File: src/rtl/sysctl_pkg.sv
package sysctl_pkg;
    typedef enum logic [1:0] {AC_RW, AC_RO, AC_WO, AC_NONE} acc_class_e;

    typedef enum logic [3:0] {
        SEL_SEC, SEL_LOCK, SEL_UNLOCK, SEL_LSTAT,
        SEL_PLLC, SEL_PSTAT, SEL_PLLG, SEL_RST, SEL_NONE
    } reg_sel_e;

    localparam logic [15:0] LOCK_KEY   = 16'h767B;
    localparam logic [15:0] UNLOCK_KEY = 16'hDF0D;
    localparam logic [31:0] PLLC_RST   = 32'h0001_A008;
    localparam logic [31:0] PLLG_RST   = 32'h0001_4000;
    localparam logic [31:0] PSTAT_VAL  = 32'h0000_003F;
endpackage

File: src/rtl/sysctl_decode.sv
module sysctl_decode
    import sysctl_pkg::*;
#(
    parameter int WORD_W  = 10,
    parameter int NUM_PLL = 3,
    parameter int IDX_W   = 2
) (
    input  logic [WORD_W-1:0] word,
    output acc_class_e        cls,
    output reg_sel_e          sel,
    output logic [IDX_W-1:0]  idx
);
    localparam logic [WORD_W-1:0] W_SEC    = WORD_W'(0);
    localparam logic [WORD_W-1:0] W_LOCK   = WORD_W'(1);
    localparam logic [WORD_W-1:0] W_UNLOCK = WORD_W'(2);
    localparam logic [WORD_W-1:0] W_LSTAT  = WORD_W'(3);
    localparam logic [WORD_W-1:0] W_PLLC   = WORD_W'(32'h100 / 4);
    localparam logic [WORD_W-1:0] W_PSTAT  = WORD_W'(32'h100 / 4 + NUM_PLL);
    localparam logic [WORD_W-1:0] W_PLLG   = WORD_W'(32'h100 / 4 + NUM_PLL + 1);
    localparam logic [WORD_W-1:0] W_RST    = WORD_W'(32'h200 / 4);
    localparam logic [WORD_W-1:0] W_NPLL   = WORD_W'(NUM_PLL);

    always_comb begin
        cls = AC_NONE;
        sel = SEL_NONE;
        idx = '0;
        if (word == W_SEC) begin
            cls = AC_RW; sel = SEL_SEC;
        end else if (word == W_LOCK) begin
            cls = AC_WO; sel = SEL_LOCK;
        end else if (word == W_UNLOCK) begin
            cls = AC_WO; sel = SEL_UNLOCK;
        end else if (word == W_LSTAT) begin
            cls = AC_RO; sel = SEL_LSTAT;
        end else if (word >= W_PLLC && word < W_PLLC + W_NPLL) begin
            cls = AC_RW; sel = SEL_PLLC; idx = IDX_W'(word - W_PLLC);
        end else if (word == W_PSTAT) begin
            cls = AC_RO; sel = SEL_PSTAT;
        end else if (word >= W_PLLG && word < W_PLLG + W_NPLL) begin
            cls = AC_RW; sel = SEL_PLLG; idx = IDX_W'(word - W_PLLG);
        end else if (word == W_RST) begin
            cls = AC_RW; sel = SEL_RST;
        end
    end
endmodule

File: src/rtl/sysctl_lock_fsm.sv
module sysctl_lock_fsm (
    input  logic clk,
    input  logic rst_n,
    input  logic lock_hit,
    input  logic unlock_hit,
    output logic locked
);
    typedef enum logic {ST_LOCKED, ST_OPEN} lock_state_e;
    lock_state_e state_q, state_d;

    always_ff @(posedge clk or negedge rst_n) begin
        if (!rst_n) state_q <= ST_LOCKED;
        else        state_q <= state_d;
    end

    always_comb begin
        state_d = state_q;
        unique case (state_q)
            ST_LOCKED: if (unlock_hit) state_d = ST_OPEN;    // UNLOCK_KEY_SEEN
            ST_OPEN:   if (lock_hit)   state_d = ST_LOCKED;  // LOCK_KEY_SEEN
            default:   state_d = ST_LOCKED;
        endcase
    end

    always_comb begin
        unique case (state_q)
            ST_LOCKED: locked = 1'b1;
            ST_OPEN:   locked = 1'b0;
            default:   locked = 1'b1;
        endcase
    end


    lock_key_chk: assert property (@(posedge clk) disable iff (!rst_n)
        $rose(locked) |-> $past(lock_hit));

    unlock_key_chk: assert property (@(posedge clk) disable iff (!rst_n)
        $fell(locked) |-> $past(unlock_hit));
endmodule

File: src/rtl/sysctl_regfile.sv
module sysctl_regfile
    import sysctl_pkg::*;
#(
    parameter int ADDR_W  = 12,
    parameter int DATA_W  = 32,
    parameter int NUM_PLL = 3
) (
    input  logic              clk,
    input  logic              rst_n,
    input  logic              req_valid,
    input  logic              req_write,
    input  logic [ADDR_W-1:0] req_addr,
    input  logic [DATA_W-1:0] req_wdata,
    output logic [DATA_W-1:0] rd_data,
    output logic              acc_err,
    output logic              soft_rst_req
);
    localparam int WORD_W = ADDR_W - 2;
    localparam int IDX_W  = (NUM_PLL > 1) ? $clog2(NUM_PLL) : 1;

    acc_class_e       cls;
    reg_sel_e         sel;
    logic [IDX_W-1:0] idx;
    logic             locked;

    logic [DATA_W-1:0] pllc_q [NUM_PLL];
    logic [DATA_W-1:0] pllg_q [NUM_PLL];
    logic [DATA_W-1:0] rst_ctrl_q;
    logic              sec_q;

    sysctl_decode #(.WORD_W(WORD_W), .NUM_PLL(NUM_PLL), .IDX_W(IDX_W)) u_dec (
        .word(req_addr[ADDR_W-1:2]), .cls(cls), .sel(sel), .idx(idx)
    );

    logic wr, rd, bad_class, lock_block, wr_ok, err_d, lock_hit, unlock_hit;
    logic [DATA_W-1:0] rd_val;

    always_comb begin
        wr         = req_valid && req_write;
        rd         = req_valid && !req_write;
        bad_class  = (cls == AC_NONE) || (wr && cls == AC_RO) || (rd && cls == AC_WO);
        lock_block = wr && (cls == AC_RW) && locked;
        wr_ok      = wr && (cls == AC_RW) && !locked;
        err_d      = req_valid && (bad_class || lock_block);
        lock_hit   = wr && (sel == SEL_LOCK)   && (req_wdata[15:0] == LOCK_KEY);
        unlock_hit = wr && (sel == SEL_UNLOCK) && (req_wdata[15:0] == UNLOCK_KEY);
    end

    sysctl_lock_fsm u_lock (
        .clk(clk), .rst_n(rst_n), .lock_hit(lock_hit),
        .unlock_hit(unlock_hit), .locked(locked)
    );

    for (genvar g = 0; g < NUM_PLL; g++) begin : g_pll
        always_ff @(posedge clk or negedge rst_n) begin
            if (!rst_n) begin
                pllc_q[g] <= PLLC_RST;
                pllg_q[g] <= PLLG_RST;
            end else if (wr_ok && idx == IDX_W'(g)) begin
                if (sel == SEL_PLLC) pllc_q[g] <= req_wdata;
                if (sel == SEL_PLLG) pllg_q[g] <= req_wdata;
            end
        end
    end

    always_ff @(posedge clk or negedge rst_n) begin
        if (!rst_n) begin
            sec_q      <= 1'b0;
            rst_ctrl_q <= '0;
        end else if (wr_ok) begin
            if (sel == SEL_SEC) sec_q      <= req_wdata[0];
            if (sel == SEL_RST) rst_ctrl_q <= req_wdata;
        end
    end

    always_comb begin
        unique case (sel)
            SEL_SEC:   rd_val = DATA_W'(sec_q);
            SEL_LSTAT: rd_val = DATA_W'(locked);
            SEL_PLLC:  rd_val = pllc_q[idx];
            SEL_PSTAT: rd_val = PSTAT_VAL;
            SEL_PLLG:  rd_val = pllg_q[idx];
            SEL_RST:   rd_val = rst_ctrl_q;
            default:   rd_val = '0;
        endcase
    end

    always_ff @(posedge clk or negedge rst_n) begin
        if (!rst_n) begin
            rd_data      <= '0;
            acc_err      <= 1'b0;
            soft_rst_req <= 1'b0;
        end else begin
            acc_err      <= err_d;
            soft_rst_req <= wr_ok && (sel == SEL_RST) && req_wdata[0];
            if (rd) rd_data <= err_d ? '0 : rd_val;
        end
    end


    soft_pulse_chk: assert property (@(posedge clk) disable iff (!rst_n)
        soft_rst_req |-> $past(req_valid && req_write && !locked && req_wdata[0]
                               && sel == SEL_RST));

    locked_drop_chk: assert property (@(posedge clk) disable iff (!rst_n)
        ($past(req_valid && req_write && locked && cls == AC_RW))
            |-> (acc_err && $stable(rst_ctrl_q) && $stable(sec_q)));

    wo_read_chk: assert property (@(posedge clk) disable iff (!rst_n)
        $past(req_valid && !req_write && cls == AC_WO) |-> (acc_err && rd_data == '0));

    err_origin_chk: assert property (@(posedge clk) disable iff (!rst_n)
        acc_err |-> $past(req_valid));

    err_zero_chk: assert property (@(posedge clk) disable iff (!rst_n)
        (acc_err && $past(req_valid && !req_write)) |-> rd_data == '0);
endmodule

File: config.mk
export PLATFORM = sky130hd
export DESIGN_NAME = sysctl_regfile
export DESIGN_NICKNAME = d
export VERILOG_FILES = /design/src/rtl/sysctl_pkg.sv /design/src/rtl/sysctl_decode.sv /design/src/rtl/sysctl_lock_fsm.sv /design/src/rtl/sysctl_regfile.sv
export SDC_FILE = /design/constraint.sdc
export NUM_CORES = 1
export LEC_CHECK = 0
export BUFFER_PORTS_ARGS = -buffer_cell sky130_fd_sc_hd__buf_2
export CORE_MARGIN = 2
export CORE_UTILIZATION = 55
export DETAILED_ROUTE_END_ITERATION = 16
export PLACE_DENSITY = 0.73
export SLEW_MARGIN = 20
export SYNTH_ARGS = -nofsm -noshare
export SYNTH_HDL_FRONTEND = slang
export SYNTH_HIERARCHICAL = 1
export SYNTH_SLANG_ARGS = --single-unit
export TNS_END_PERCENT = 30
File: constraint.sdc
create_clock -name clk -period 2.5 [get_ports clk]
set_clock_uncertainty 0.05 [all_clocks]
set_input_delay 0.25 -clock clk [delete_from_list [all_inputs] [get_ports clk]]
set_output_delay 0.25 -clock clk [all_outputs]
set_load 0.02 [all_outputs]
-- Yosys cells after proc, flatten, opt, wreduce, memory -nomap -nowiden
Cells that the tools add are included.
- flip-flop bits (word level): 260
- input port bits: 48
- output and inout port bits: 34
- logic and storage cells: 111
- add/subtract/negate cells: 2
- $lt $le $gt $ge: 5
- equality and inequality tests: 19
- mux-type cells: 35
- bitwise operators: 2
- reductions and logical operators: 36
- operator list (cell ; count):
    $pmux 32 s6 ; 1
    $mux 32 ; 5
    $bmux 32 s2 ; 2
    $mux 4 ; 8
    $mux 2 ; 15
    $eq 10x2->1 const B ; 2
    $ge 10x7->1 const B ; 2
    $lt 10x7->1 const B ; 2
    $logic_and 1x1->1 ; 19
    $eq 16x15->1 const B ; 1
    $eq 16x16->1 const B ; 1
    $eq 4x3->1 const B ; 4
    $reduce_and 2->1 ; 8
    $eq 10x1->1 const B ; 1
    $eq 10x7->1 const B ; 1
    $eq 10x8->1 const B ; 1
    $logic_not 10->1 ; 1
    $eq 4x2->1 const B ; 2
    $eq 2x2->1 const B ; 3
    $eq 2x1->1 const B ; 2
    $eq 4x1->1 const B ; 1
    $logic_not 2->1 ; 2
    $logic_not 4->1 ; 1
    $pmux 1 s2 ; 2
    7 further kinds ; 12

-- Longest topological paths before layout
Gate-level depths: netlist of the first run.
- depth in word-level cells: 16
- gate-level depth with buffers: 11
- mapped depth without buffers: 9

-- Modules after synthesis
Netlist of the first run, hierarchy kept.
- by module, submodules not included (module ; times used ; cells each ; area an instance (sq um) ; seq. area each (sq um)):
    sysctl_regfile ; 1 ; 927 ; 12069.1 ; 6503.7
    sysctl_decode ; 1 ; 38 ; 264.0 ; 0.0
    sysctl_lock_fsm ; 1 ; 4 ; 37.5 ; 25.0

-- Worst setup path after synthesis of the first run
Ideal clock, no wire load.
- path type: input to register
- start: input req_addr[7]
- end: register pllg_q[37] (netlist name)
- setup time: 0.127 ns
- data arrival time: 2.487 ns
- data required time: 2.323 ns
- slack: -0.165 ns
- stages on the path: 9
- path buffers: 4
- cell sequence: or4_4 -> a2111oi_2 -> buf_4 -> and3b_1 -> buf_2 -> and4bb_1 -> buf_6 -> buf_6 -> mux2_1
- elaborated cells on any way between the ends: 42
- classes of those cells: 4 x order compare; 7 x eq/ne; 23 x mux; 8 x reduce/logical
- RTL lines (what ; RTL line ; text):
    from (decl) ; sysctl_regfile.sv:12 ; input logic [ADDR_W-1:0] req_addr,
    $ge 10x7->1 (tied with other cells) ; sysctl_decode.sv:39 ; end else if (word >= W_PLLG && word < W_PLLG + W_NPLL) begin
    $logic_and 1x1->1 / $mux 4 (equally long branches) ; sysctl_decode.sv:39, sysctl_decode.sv:41 ;
    $mux 4 ; sysctl_decode.sv:39 ;
    $mux 4 ; sysctl_decode.sv:37 ; end else if (word == W_PSTAT) begin
    $mux 4 ; sysctl_decode.sv:35 ; end else if (word >= W_PLLC && word < W_PLLC + W_NPLL) begin
    $mux 4 ; sysctl_decode.sv:33 ; end else if (word == W_LSTAT) begin
    $mux 4 ; sysctl_decode.sv:31 ; end else if (word == W_UNLOCK) begin
    $mux 4 ; sysctl_decode.sv:29 ; end else if (word == W_LOCK) begin
    $mux 4 * ; sysctl_decode.sv:27 ; if (word == W_SEC) begin
    net sel[0] ; sysctl_regfile.sv:22 ; reg_sel_e sel;
    $eq 4x3->1 * ; sysctl_regfile.sv:61 ; if (sel == SEL_PLLG) pllg_q[g] <= req_wdata;
    $reduce_and 2->1 (no source line) * ; - ;
    to (signal, indexed assignment) ; sysctl_regfile.sv:61 ;
    to (decl) ; sysctl_regfile.sv:27 ; logic [DATA_W-1:0] pllg_q [NUM_PLL];
Mark *: on every way through the listed nets, which the timed path passes. The rest lies on a longest branch.
A chain may end at the register's enable or synchronous reset.

-- Worst setup path after layout of the first run
- start: input req_addr[8]
- end: register pllc_q[32] (netlist name)
- elaborated cells on any way between the ends: 42
- classes of those cells: 4 x order compare; 7 x eq/ne; 23 x mux; 8 x reduce/logical
- RTL lines (what ; RTL line ; text):
    $ge 10x7->1 (tied with other cells) ; sysctl_decode.sv:39 ;
    $logic_and 1x1->1 / $mux 4 (equally long branches) ; sysctl_decode.sv:39, sysctl_decode.sv:41 ;
    $mux 4 ; sysctl_decode.sv:39 ;
    $mux 4 ; sysctl_decode.sv:37 ;
    $mux 4 ; sysctl_decode.sv:35 ;
    $mux 4 ; sysctl_decode.sv:33 ;
    $mux 4 ; sysctl_decode.sv:31 ;
    $mux 4 ; sysctl_decode.sv:29 ;
    $mux 4 * ; sysctl_decode.sv:27 ;
    net sel[3] ; sysctl_regfile.sv:22 ;
    $eq 4x3->1 * ; sysctl_regfile.sv:60 ; if (sel == SEL_PLLC) pllc_q[g] <= req_wdata;
    $reduce_and 2->1 (no source line) * ; - ;
    to (signal, indexed assignment) ; sysctl_regfile.sv:60 ;
    to (decl) ; sysctl_regfile.sv:26 ; logic [DATA_W-1:0] pllc_q [NUM_PLL];
Marks and branches as above.

==> summary.md, run 1 <==
The run gives 0 as the hold violation total from the final report. The critical path starts at req_addr[8]. The wire length of the first global-routing pass came out at 47900 um. In the layout the commonest cells are sky130_fd_sc_hd__dfrtp_1 (242), sky130_fd_sc_hd__mux2_2 (169), sky130_fd_sc_hd__buf_2 (78), sky130_fd_sc_hd__nand3b_1 (68), sky130_fd_sc_hd__o21ai_0 (68). The net count of the finished layout is 1139. The effective utilization at floorplan was 0.563; the final cell utilization of the core was 0.669. For the number of DRC markers after the initial detailed-route iteration, the log shows 497. For the count of clock tree sinks, the log shows 260.

The most common library cell in the layout ignoring fill and taps is sky130_fd_sc_hd__dfrtp_1. The floorplan step set the die width to 154 um. The die area came out at 23700 um2.

After detailed routing, the number of vias per cell comes to 6.04. The congestion estimate from routability-driven global placement came to 0.871. The sequential cells in the finished layout cover a total of 6530 um2.

The number of standard cells in the final layout excluding fillers is 1391, and the site row count is 54. The cell sitting at the root of the clock tree is a sky130_fd_sc_hd__clkbuf_16. The startpoint identified for the worst register-to-register timing path is u_lock/state_q. The flip-flop and latch count after synthesis was 260; the routed length per instance was 21.1 um.

For the number of global-route vias before repair, the log shows 8764. The number of antenna violations at the first check in global routing came out at 0. Yosys mapped a number of flops with a built-in enable equal to 0. The tools report the max-slew violation count as 0.

Final hold analysis gives a worst-case slack of 0.0142 ns. The clock transition time at the flip-flop clock pins of the worst setup and hold paths is 0.06 ns, and the count of pins on the block boundary is 82. Static timing analysis puts the maximum clock frequency at 0.428 GHz.

Counting cells, the worst reg-to-reg path comes to 6. At the pin with the least slew margin, the transition time is 0.627 ns. STA classifies the critical path startpoint as an input pin.

For this block, the via count after detailed routing is 8407. The area share of the largest cell type after synthesis is 0.490, and the worst IR drop on VDD is 0.621 mV. The count of mapped cells out of synthesis is 969. For this run, the leading register cell type out of synthesis is sky130_fd_sc_hd__dfrtp_1. The cell area after synthesis is 12400 um2, and the number of port buffers is 79. The minimum clock period is 2.33 ns. Once detail routing completed, the nets flagged for antenna violations numbered 0. The run gives 1628 as the fill cell total of the finished layout. The core area was 22000 um2; the pin count of the biggest net entering global routing was 77.

For the worst setup path, the data arrival time is 2.70 ns. For the total wirelength of the detailed-routed design, the log shows 29300 um. The signal on the critical path passes through buf_2, buf_4, or3_1, a21oi_1, o21ai_2, nor4_4, nor4bb_4, buf_12, mux2_2. The synthesized netlist net count was 1017; the worst hold path stage count was 2. Grouping stages by cell kind, the critical path spends the most delay in simple AND/OR/NAND/NOR gates. The final clock period utilization by the worst path works out to 0.934. Before antenna repair, the detailed router went through 5 iterations. Detailed-route DRC error count: 0.

In this run the critical register-to-register path is captured at pllc_q[32]. In this run the register-to-register setup slack is 0.45 ns. The worst-path cell with the longest stage delay is sky130_fd_sc_hd__nor4bb_4. Once placement finished, the instance area stood at 13600 um2. The biggest area consumer among synthesized cells is sky130_fd_sc_hd__dfrtp_1. Ranked by total cell area, the synthesized netlist is headed by sky130_fd_sc_hd__dfrtp_1 (49%), sky130_fd_sc_hd__mux2_2 (16%), sky130_fd_sc_hd__mux2i_1 (5.2%).

The logs give 0 for the post-CTS resize count and 0.252 for the total global routing track utilization. The logs give 0.528 for the portion of the post-synthesis area used by sequential elements and 0 for the post-CTS setup repair buffer count. The post-detailed-placement half-perimeter wirelength was 18300 um; the cell area power density was 583 nW/um2. No sink is reached through more buffers than the 3 on the longest clock path.

In this run the worst path has a maximum fanout of 26. Summing all non-filler instances in the final layout gives an area of 14700 um2. For this run, the slowest stage of the critical path takes 0.44 ns. Setup violations remaining at the end of the flow were counted as 0.

The instance count on the critical path is 9. The logs give 0 for the total of max-cap violations and 2.86 ns for the endpoint required time on the critical path. The die is 154 um tall.

The logs give 0 for the diode insertion count for antenna repair and 0.53 ns for the clock insertion delay at the later pin of the skew report. The start-to-end type of the worst setup path is in -> reg. The kind of end point of the critical path is a register.

The path class of the tightest hold or removal check is in -> reg. TritonCTS built the clock tree. Setup repair after global routing left no endpoint under its margin. The number of CTS-inserted buffers came out at 28. Relative to the synthesized area, the layout overhead comes to 18.8%.

The layout cell share with drive strength beyond 1 works out to 0.372. Counting both buffers and inverters, the worst setup path holds a total of 3. Counting distinct cell types in the post-synthesis netlist gives 55.

After global routing the overflow that remains totals 0. The total instance count after detailed placement came out at 1324. The number of hold buffers added after CTS was 17.

The logs give 5520 um2 for the footprint of the multi-input gates and 0.582 for the relative max-transition margin. The tools report the H-tree depth reported by CTS as 1. The run finished with clean final reports. In this run the static leakage power is 0.00678 uW. During synthesis, Yosys emitted a total of 6 warnings. The fraction of registers with async set or reset after synthesis was 1.00; the synthesized area per cell was 12.8 um2.

The last element of the critical path is pllc_q[32].
[worst min path at each step]
stage,end,start
2_1_floorplan,acc_err,rst_n
3_3_place_gp,pllc_q[8],rst_n
3_5_place_dp,pllc_q[8],rst_n
4_1_cts,rst_ctrl_q[27],req_wdata[27]
5_1_grt,rst_ctrl_q[27],req_wdata[27]
6_report,rst_ctrl_q[27],req_wdata[27]
[flip-flops by register name (all words and copies together), names as in the netlist]
register,count
acc_err,1
soft_rst_req,1
rd_data,32
u_lock/state_q,1
pllc_q,96
pllg_q,96
rst_ctrl_q,32
sec_q,1
[power by group]
part | switching (uW) | total (uW) | internal (uW)
Clock | 1650 | 4050 | 2400
Sequential | 0.163 | 4210 | 4210
Combinational | 206 | 296 | 89.8
[logic make-up after synthesis]
kind of cell    after synthesis  synth area share
buf+inv                      84            0.0345
compound gates              181            0.0955
simple gates                154            0.0837
xor+xnor                      1          0.000708
flops                       260             0.528
mux                         289             0.258
[layout make-up]
class,instances,area share
inverter,4,0.00102
sequential,260,0.444
multi-input combinational,625,0.375
clock inverter,5,0.00358
clock buffer,45,0.0576
tap,280,0.0238
timing repair buffer,172,0.0942
[cell usage after synthesis (all sizes together) (2+ instances only)]
master	count
nor4bb	2
nor4	3
dfstp	18
o21a	2
nor2	4
a32oi	2
inv	4
dfrtp	242
o21ai	70
a22oi	62
nor3	3
and4b	2
nand4	5
a221oi	5
or4	2
and3b	2
clkbuf	38
buf	42
or3	2
nand2b	5
nand3b	68
nand2	38
a21oi	8
mux2	225
nand3	2
and2	2
mux2i	64
a21boi	27
nor2b	5
[routing by layer]
| metal | part of all wire | up-vias | wire length, um | track usage |
|---|---|---|---|---|
| met5 | 0 | - | 0 | 0 |
| met4 | 0.014 | 0 | 410 | 0.0592 |
| li1 | - | 3830 | - | - |
| met3 | 0.048 | 33 | 1410 | 0.0321 |
| met1 | 0.45 | 4330 | 13300 | 0.357 |
| met2 | 0.48 | 214 | 14200 | 0.419 |
[stage by stage]
| stage | TNS [ns] | worst slack [ns] | total power [uW] |
|---|---|---|---|
| final | 0 | 0.165 | 8560 |
| after global routing | 0 | 0.00640 | 8820 |
| after CTS | 0 | 0.185 | 8620 |
| after detailed placement | -51.93 | -0.370 | 4570 |
| after global placement | -40.70 | -0.288 | 4560 |
| after floorplan | -4.04 | -0.0953 | 4340 |
Power figures use the tool's default switching activity.
==> inputs of run 2 (changes only) <==
Settings changed: ABC_AREA set to 1, CORE_MARGIN 2 to 1.5, PLACE_DENSITY 0.73 to 0.74.
==> run 2 against run 1 <==
Effect of this change: setup slack improved by 0.38 ns; global-route usage rose by 3.9 points; critical path type unchanged; count of clock-buffer cells in the layout shrank 2; area after synthesis is 3.8% lower; sequential power about the same; combinational power increased by 9.1%.
==> summary.md, run 2 <==
The final clock period utilization by the worst path is 0.781. The logs give 82 for the count of pins on the block boundary and 0 for the diode insertion count for antenna repair. The multi-input combinational cells in the finished layout cover a total of 4670 um2. The H-tree depth reported by CTS was 1. Setup repair after global routing left no endpoint under its margin.

Clock-pin slew was measured on the worst setup and hold paths at 0.06 ns. Main combinational cell family by area after synthesis: simple AND/OR/NAND/NOR gates. Clock tree synthesis inserted a total of 27 buffers.

The complex-gate fraction of the synthesized area came out at 0.107. After floorplanning, the core was sized to cover 21200 um2. After routing, the total negative slack on setup checks comes to 0 ns. Most common library cell in the layout ignoring fill and taps: sky130_fd_sc_hd__nand2_1. The tools report the post-CTS resize count as 0. The max-slew violation count was 0; the post-layout worst setup margin was 0.549 ns. Dividing total power by cell area gives a power density of 612 nW/um2.

The tools report the portion of the post-synthesis area used by sequential elements as 0.548. The Yosys step of the flow raised 6 warnings. Highest layer used for signal routing: met4.

The switching power was 1890 uW. The floorplan has 53 rows. Clock tree synthesis selected as its root buffer the cell sky130_fd_sc_hd__clkbuf_16.

The run gives 1580 as the number of nets at the end of the flow. The highest net fanout along the worst path works out to 8. The congestion estimate from routability-driven global placement came to 0.857.

Summed over all cells, the static leakage comes to 0.00699 uW. The worst-case IR drop observed on VDD is 0.422 mV. STA classifies the critical path endpoint as a register. In the routed design, unresolved DRC markers number 0. STA classifies the critical path startpoint as an input pin.

The routed length on met3 came out at 2290 um. At the pin with the least slew margin, the transition time is 0.669 ns. The tools report the number of DRC markers after the initial detailed-route iteration as 873. The area share of the largest cell type after synthesis is 0.509, and the hold violation total from the final report is 0. The part of the total power dissipated in sequential elements came out at 0.493. The flip-flop and latch count after synthesis works out to 260. The flow ran to the end, and the final reports show no timing, DRC or antenna violations. In this run the vertical extent of the chip is 150 um.

In the synthesized netlist the dominant register cell turns out to be sky130_fd_sc_hd__dfrtp_1. Once detail routing completed, the nets flagged for antenna violations numbered 0. Max-cap violations in this run came to 0. Averaged over all synthesized cells, the footprint is 8.28 um2.

The die area came out at 22500 um2. The fraction of the mapped netlist area in adder cells was 0; the routed length per instance was 17.3 um. The number of antenna violations at the first check in global routing was 0.

The remaining global-route overflow is 0, and the fill cell total of the finished layout is 1804. Counting distinct cell types in the post-synthesis netlist gives 32. The sequential standard cell area was 6530 um2; the total global routing track utilization was 0.291. The clock insertion delay at the later pin of the skew report is 0.53 ns, and the upper clock frequency limit is 0.512 GHz. The top cell types in the final layout, fill and taps aside, are sky130_fd_sc_hd__nand2_1 (532), sky130_fd_sc_hd__dfrtp_1 (242), sky130_fd_sc_hd__nand3_1 (176), sky130_fd_sc_hd__o21ai_1 (166), sky130_fd_sc_hd__buf_2 (78). Setup violations remaining at the end of the flow were counted as 0. For the endpoint required time on the critical path, the log shows 2.93 ns. Data arrives at the worst endpoint at 2.38 ns.

The fraction of registers with async set or reset after synthesis was 1.00. The share of synthesized cell area in and, or, nand and nor gates came out at 0.283. The most common cell in the netlist is sky130_fd_sc_hd__nand2_1.

Summed over all nets, wire length on met2 after detailed routing comes to 14900 um. The count of clock tree sinks came out at 260. Using the TritonRoute via totals, the vias-per-cell ratio works out to 5.52.

Number of synthesized flops with an enable pin: 0. For the effective utilization at floorplan, the log shows 0.563. Summed over all instances, the cell type with the most area after synthesis is sky130_fd_sc_hd__dfrtp_1. The first global-routing pass estimated 51300 um of wire. Relative max-transition margin: 0.554.

The post-synthesis share of cell area spent on xor and xnor gates is 0. The start-to-end type of the worst setup path is in -> reg. The finished layout holds 1826 standard cells, fillers aside. The minimum clock period works out to 1.95 ns.

The area added between synthesis and finish works out to 17.2%. The layout cell share with drive strength beyond 1 was 0.172; the cell area after synthesis was 11900 um2. For the iteration count of the initial detailed-routing pass, the log shows 5. The tools report the share of power burned in combinational logic as 0.038.

The post-CTS setup repair buffer count came out at 0. The total internal power was 6640 uW. The commonest cells after synthesis are sky130_fd_sc_hd__nand2_1 (532), sky130_fd_sc_hd__dfrtp_1 (242), sky130_fd_sc_hd__nand3_1 (176), sky130_fd_sc_hd__o21ai_1 (166), sky130_fd_sc_hd__inv_1 (55). The number of nets in the synthesized netlist is 1486.

The total number of vias came out at 10084. Detailed placement ended at an HPWL of 19600 um. The count of mapped cells out of synthesis was 1438. TritonCTS built the clock tree. Input and output buffers added on the ports amount to 79. The logs give 9736 for the number of global-route vias before repair and 81 for the pin count of the biggest net entering global routing.

The width of the chip is 150 um. The tools report the routed length on met1 as 13900 um. The fraction of power consumed by the clock network is 0.469. After synthesis, the cell types taking the most area are sky130_fd_sc_hd__dfrtp_1 (51%), sky130_fd_sc_hd__nand2_1 (17%), sky130_fd_sc_hd__nand3_1 (7.4%).

The power consumption is 8530 uW, and the final cell utilization of the core is 0.659. The logs give 1770 for the total instance count after detailed placement and 3 for the number of buffers on the longest clock path. Proportion of synthesized area in mux cells: 0. The switching part of the total was 0.222; the worst setup timing slack at the placement stage was 0.0214 ns. Path class of the lowest-slack min-delay path: in -> reg.

The largest registers in the layout are pllc_q: 96 flops, pllg_q: 96 flops. For this block, the routed nets add up to 31500 um of wire. Hold repair after CTS inserted 8 buffers.
-- run 2: layout make-up --
class,instances,area share
clock buffers,43,0.0621
inverters,65,0.0175
well taps,275,0.0247
flip-flops and latches,260,0.468
multi-input cells,1030,0.335
repair buffers,148,0.0910
clock inverters,5,0.00206
-- run 2: cells by family after synthesis --
family,after synthesis
AO/OA/AOI/OAI,233
buffers and inverters,148
AND/OR/NAND/NOR,797
flip-flops,260
-- run 2: worst paths after layout --
check	start	endpoint	slack, ns	depth (start not counted)
hold / removal	req_wdata[22]	pllg_q[54]	0.02	3
max in group asynchronous	rst_n	pllc_q[63]	1.35	3
hold reg to reg	pllc_q[35]	pllc_q[35]	0.42	2
setup / recovery	req_addr[5]	rd_data[25]	0.55	15
setup reg to reg	u_lock/state_q	pllg_q[87]	0.86	8
min in group asynchronous	rst_n	pllg_q[73]	0.25	2
-- run 2: stage by stage --
step                      cell area (um2)  hold WS, ns
after global placement              13000        0.234
after floorplan                     11900      -0.0956
after CTS                           13900       0.0134
after detailed placement            13000        0.246
final                               13900       0.0247
after global routing                13900       0.0324
-- run 2: critical path, cell delays in order --
cell and delay [ns]:
sky130_fd_sc_hd__buf_2 0.10, sky130_fd_sc_hd__nor2_1 0.14, sky130_fd_sc_hd__nand2_1 0.08, sky130_fd_sc_hd__inv_2 0.10, sky130_fd_sc_hd__nand4_1 0.18, sky130_fd_sc_hd__nand3_1 0.26, sky130_fd_sc_hd__nor2_1 0.13, sky130_fd_sc_hd__nor2_1 0.19
sky130_fd_sc_hd__nand2_2 0.14, sky130_fd_sc_hd__inv_2 0.29, sky130_fd_sc_hd__buf_4 0.24, sky130_fd_sc_hd__nand2_1 0.06, sky130_fd_sc_hd__nand3_1 0.10, sky130_fd_sc_hd__nand2_1 0.06, sky130_fd_sc_hd__nand2_1 0.05
-- run 2: metal layers --
metal | vias to the layer above | GRT usage
met1 | 4822 | 0.413
met5 | - | 0
li1 | 4863 | -
met3 | 35 | 0.0427
met4 | 0 | 0.0775
met2 | 364 | 0.472
-- run 2: power by group through the flow --
| stage | logic, uW | clock network, uW | registers (uW) |
|---|---|---|---|
| 2_1_floorplan | 104 | 0 | 4290 |
| 3_3_place_gp | 314 | 0 | 4290 |
| 3_5_place_dp | 316 | 0 | 4290 |
| 4_1_cts | 327 | 4040 | 4210 |
| 5_1_grt | 358 | 4220 | 4210 |
| 6_report | 323 | 4000 | 4210 |
==> inputs of run 3 (changes only) <==
Clock period 2.5 ns to 2 ns, I/O delays scaled along.
==> run 3 against run 2 <==
Effect of this change: sequential share of layout area is 1.1 points lower; critical endpoint is now pllg_q[40]; highest routed layer unchanged; sequential cell count is the same; via count is 4.5% higher.
==> summary.md, run 3 (synthesized netlist as in run 2, its figures left out) <==
The flow ran to the end, and the final reports show no timing, DRC or antenna violations. For this block, the via count after detailed routing is 10534. The total wirelength of the detailed-routed design is 32300 um. Across the run, the number of max-cap violations was 0. No sink is reached through more buffers than the 3 on the longest clock path. The die area came out at 22500 um2.

In the final layout, flip-flops and latches occupy 6530 um2. For this run, the detailed router's first-pass iteration total came to 5. The switching part of the total is 0.235. For the count of clock tree sinks, the log shows 260. The H-tree depth reported by CTS was 1; the number of port buffers was 79.

In this run the post-CTS setup repair buffer count came out at 0. The post-detailed-placement half-perimeter wirelength was 20300 um; the effective utilization at floorplan was 0.563. Share of power burned in combinational logic: 0.043.

The part of the total power dissipated in sequential elements is 0.501, and the clock transition time at the flip-flop clock pins of the worst setup and hold paths is 0.06 ns. In this run the static leakage power is 0.00717 uW. The routed length per instance is 17.2 um, and the relative max-transition margin is 0.568. Power spread over the standard cell area amounts to 735 nW/um2. The tools report the number of antenna violations at the first check in global routing as 0. Setup repair after global routing left no endpoint under its margin.

Across the VDD grid, the largest voltage drop is 0.540 mV. The endpoint required time on the critical path is 2.37 ns, and the final number of setup-violating endpoints is 0. The hold violation total from the final report is 0.

Detailed-route DRC error count: 0. Fill cell total of the finished layout: 1712. For the fraction of power consumed by the clock network, the log shows 0.456. The root buffer cell was sky130_fd_sc_hd__clkbuf_16. The start-to-end type of the worst setup path was in -> reg. In this run the count of I/O pins placed on the die edge is 82.

Entering global routing, the biggest net connects 61 pins. Highest net fanout along the worst path: 18. Kind of end point of the critical path: a register.

The tools report the post-layout worst setup margin as 0.183 ns. TritonCTS built the clock tree. The logs give 0.56 ns for the clock insertion delay at the later pin of the skew report and 1870 for the number of standard cells in the final layout excluding fillers.

The run gives 4670 um2 as the footprint of the multi-input gates. The repair_antennas step left the layout with diodes totalling 0. Based on the critical path, the design can be clocked at up to 0.550 GHz. The post-CTS resize count is 0, and the remaining antenna violation count after routing is 0. For the total instance count after detailed placement, the log shows 1794.

The worst setup path is launched from an input pin. Number of global-route vias before repair: 10192. The via-per-instance ratio was 5.63; the site row count was 53.

The total global routing track utilization came out at 0.300. Width of the chip: 150 um. At the end of routability-driven placement, the weighted congestion stood at 0.863.

The minimum clock period works out to 1.82 ns. Leaving out fill and tap cells, the most frequent cells in the layout are sky130_fd_sc_hd__nand2_1 (532), sky130_fd_sc_hd__dfrtp_1 (242), sky130_fd_sc_hd__nand3_1 (176), sky130_fd_sc_hd__o21ai_1 (166), sky130_fd_sc_hd__buf_2 (78). The first global-routing pass estimated 53200 um of wire.

The final clock period utilization by the worst path works out to 0.908. Max-slew violation count: 0. The critical path arrival was 2.19 ns. In the final layout, the registers with the most flip-flops are pllc_q: 96 flops, pllg_q: 96 flops. Summed over all nets, the switching power comes to 2470 uW.

The number of nets at the end of the flow is 1622, and the core area is 21200 um2. Leaving out fill and tap cells, the most frequent cell in the layout is sky130_fd_sc_hd__nand2_1. Hold buffer count at CTS: 26. The path class of the lowest-slack min-delay path is in -> reg. The layout cell share with drive strength beyond 1 was 0.183; the area added between synthesis and finish was 20.1%. The number of CTS-inserted buffers was 27; the total internal power was 8040 uW.

The worst setup timing slack at the placement stage was -0.336 ns. The vertical die dimension was 150 um. The remaining global-route overflow is 0. The number of DRC markers after the initial detailed-route iteration came out at 1098.

The transition time of the tightest slew-check pin was 0.642 ns.
[run 3: changes by cell type in the layout (fill, tap and decap cells not counted), sizes merged]
cell / before / now
buf: 140 / 164
clkbuf: 43 / 34
clkinv: 4 / 13
clkinvlp: 0 / 1
dlygate4sd3: 8 / 26
inv: 66 / 67
[run 3: final cells by class]
cell class	instances	area share
sequential	260	0.457
multi-input combinational	1030	0.327
timing repair buffer	190	0.117
clock buffer	34	0.0519
tap	275	0.0241
inverter	65	0.0171
clock inverter	16	0.00709
[run 3: stage by stage]
stage / util / hold slack, ns / power, uW / cell area [um2] / setup TNS (ns)
final: 0.676 / 0.0200 / 10500 / 14300 / 0
after global routing: 0.676 / 0.0477 / 10800 / 14300 / 0
after global placement: 0.624 / 0.0831 / 5770 / 13200 / -50.60
after floorplan: - / -0.146 / 5490 / 11900 / 0
after detailed placement: 0.624 / 0.0862 / 5770 / 13200 / -64.35
after CTS: 0.676 / 0.00661 / 10600 / 14300 / 0
[run 3: final timing paths]
check / start / endpoint / slack, ns / cells after the start
max: req_addr[6] / pllg_q[40] / 0.18 / 16
min: req_wdata[7] / rst_ctrl_q[7] / 0.02 / 3
max in group asynchronous: rst_n / pllc_q[77] / 1.10 / 3
min in group asynchronous: rst_n / soft_rst_req / 0.10 / 2
max reg2reg: u_lock/state_q / rst_ctrl_q[21] / 0.33 / 8
min reg2reg: pllc_q[47] / pllc_q[47] / 0.42 / 2
[run 3: power groups by stage]
| stage | Clock (uW) | Combinational (uW) | Sequential (uW) |
|---|---|---|---|
| 2_1_floorplan | 0 | 130 | 5360 |
| 3_3_place_gp | 0 | 413 | 5360 |
| 3_5_place_dp | 0 | 414 | 5360 |
| 4_1_cts | 4840 | 455 | 5260 |
| 5_1_grt | 5050 | 500 | 5260 |
| 6_report | 4790 | 451 | 5260 |
[run 3: per-layer routing]
layer / GRT usage / vias to the layer above / routed length, um
met5: 0 / - / 0
li1: - / 4948 / -
met3: 0.0439 / 59 / 2240
met4: 0.0833 / 0 / 666
met2: 0.485 / 423 / 15400
met1: 0.426 / 5104 / 14000
[run 3: critical path, cell delays in order]
cell,delay (ns)
sky130_fd_sc_hd__buf_2,0.10
sky130_fd_sc_hd__nor2_2,0.13
sky130_fd_sc_hd__nand3_1,0.09
sky130_fd_sc_hd__nand2_1,0.06
sky130_fd_sc_hd__nand3_1,0.13
sky130_fd_sc_hd__nand2_1,0.10
sky130_fd_sc_hd__nand2_1,0.16
sky130_fd_sc_hd__nor2_4,0.24
sky130_fd_sc_hd__inv_2,0.08
sky130_fd_sc_hd__nor2_2,0.19
sky130_fd_sc_hd__inv_2,0.07
sky130_fd_sc_hd__nor2_4,0.15
sky130_fd_sc_hd__nand2_2,0.14
sky130_fd_sc_hd__buf_12,0.20
sky130_fd_sc_hd__nand2_1,0.08
sky130_fd_sc_hd__o21ai_1,0.07
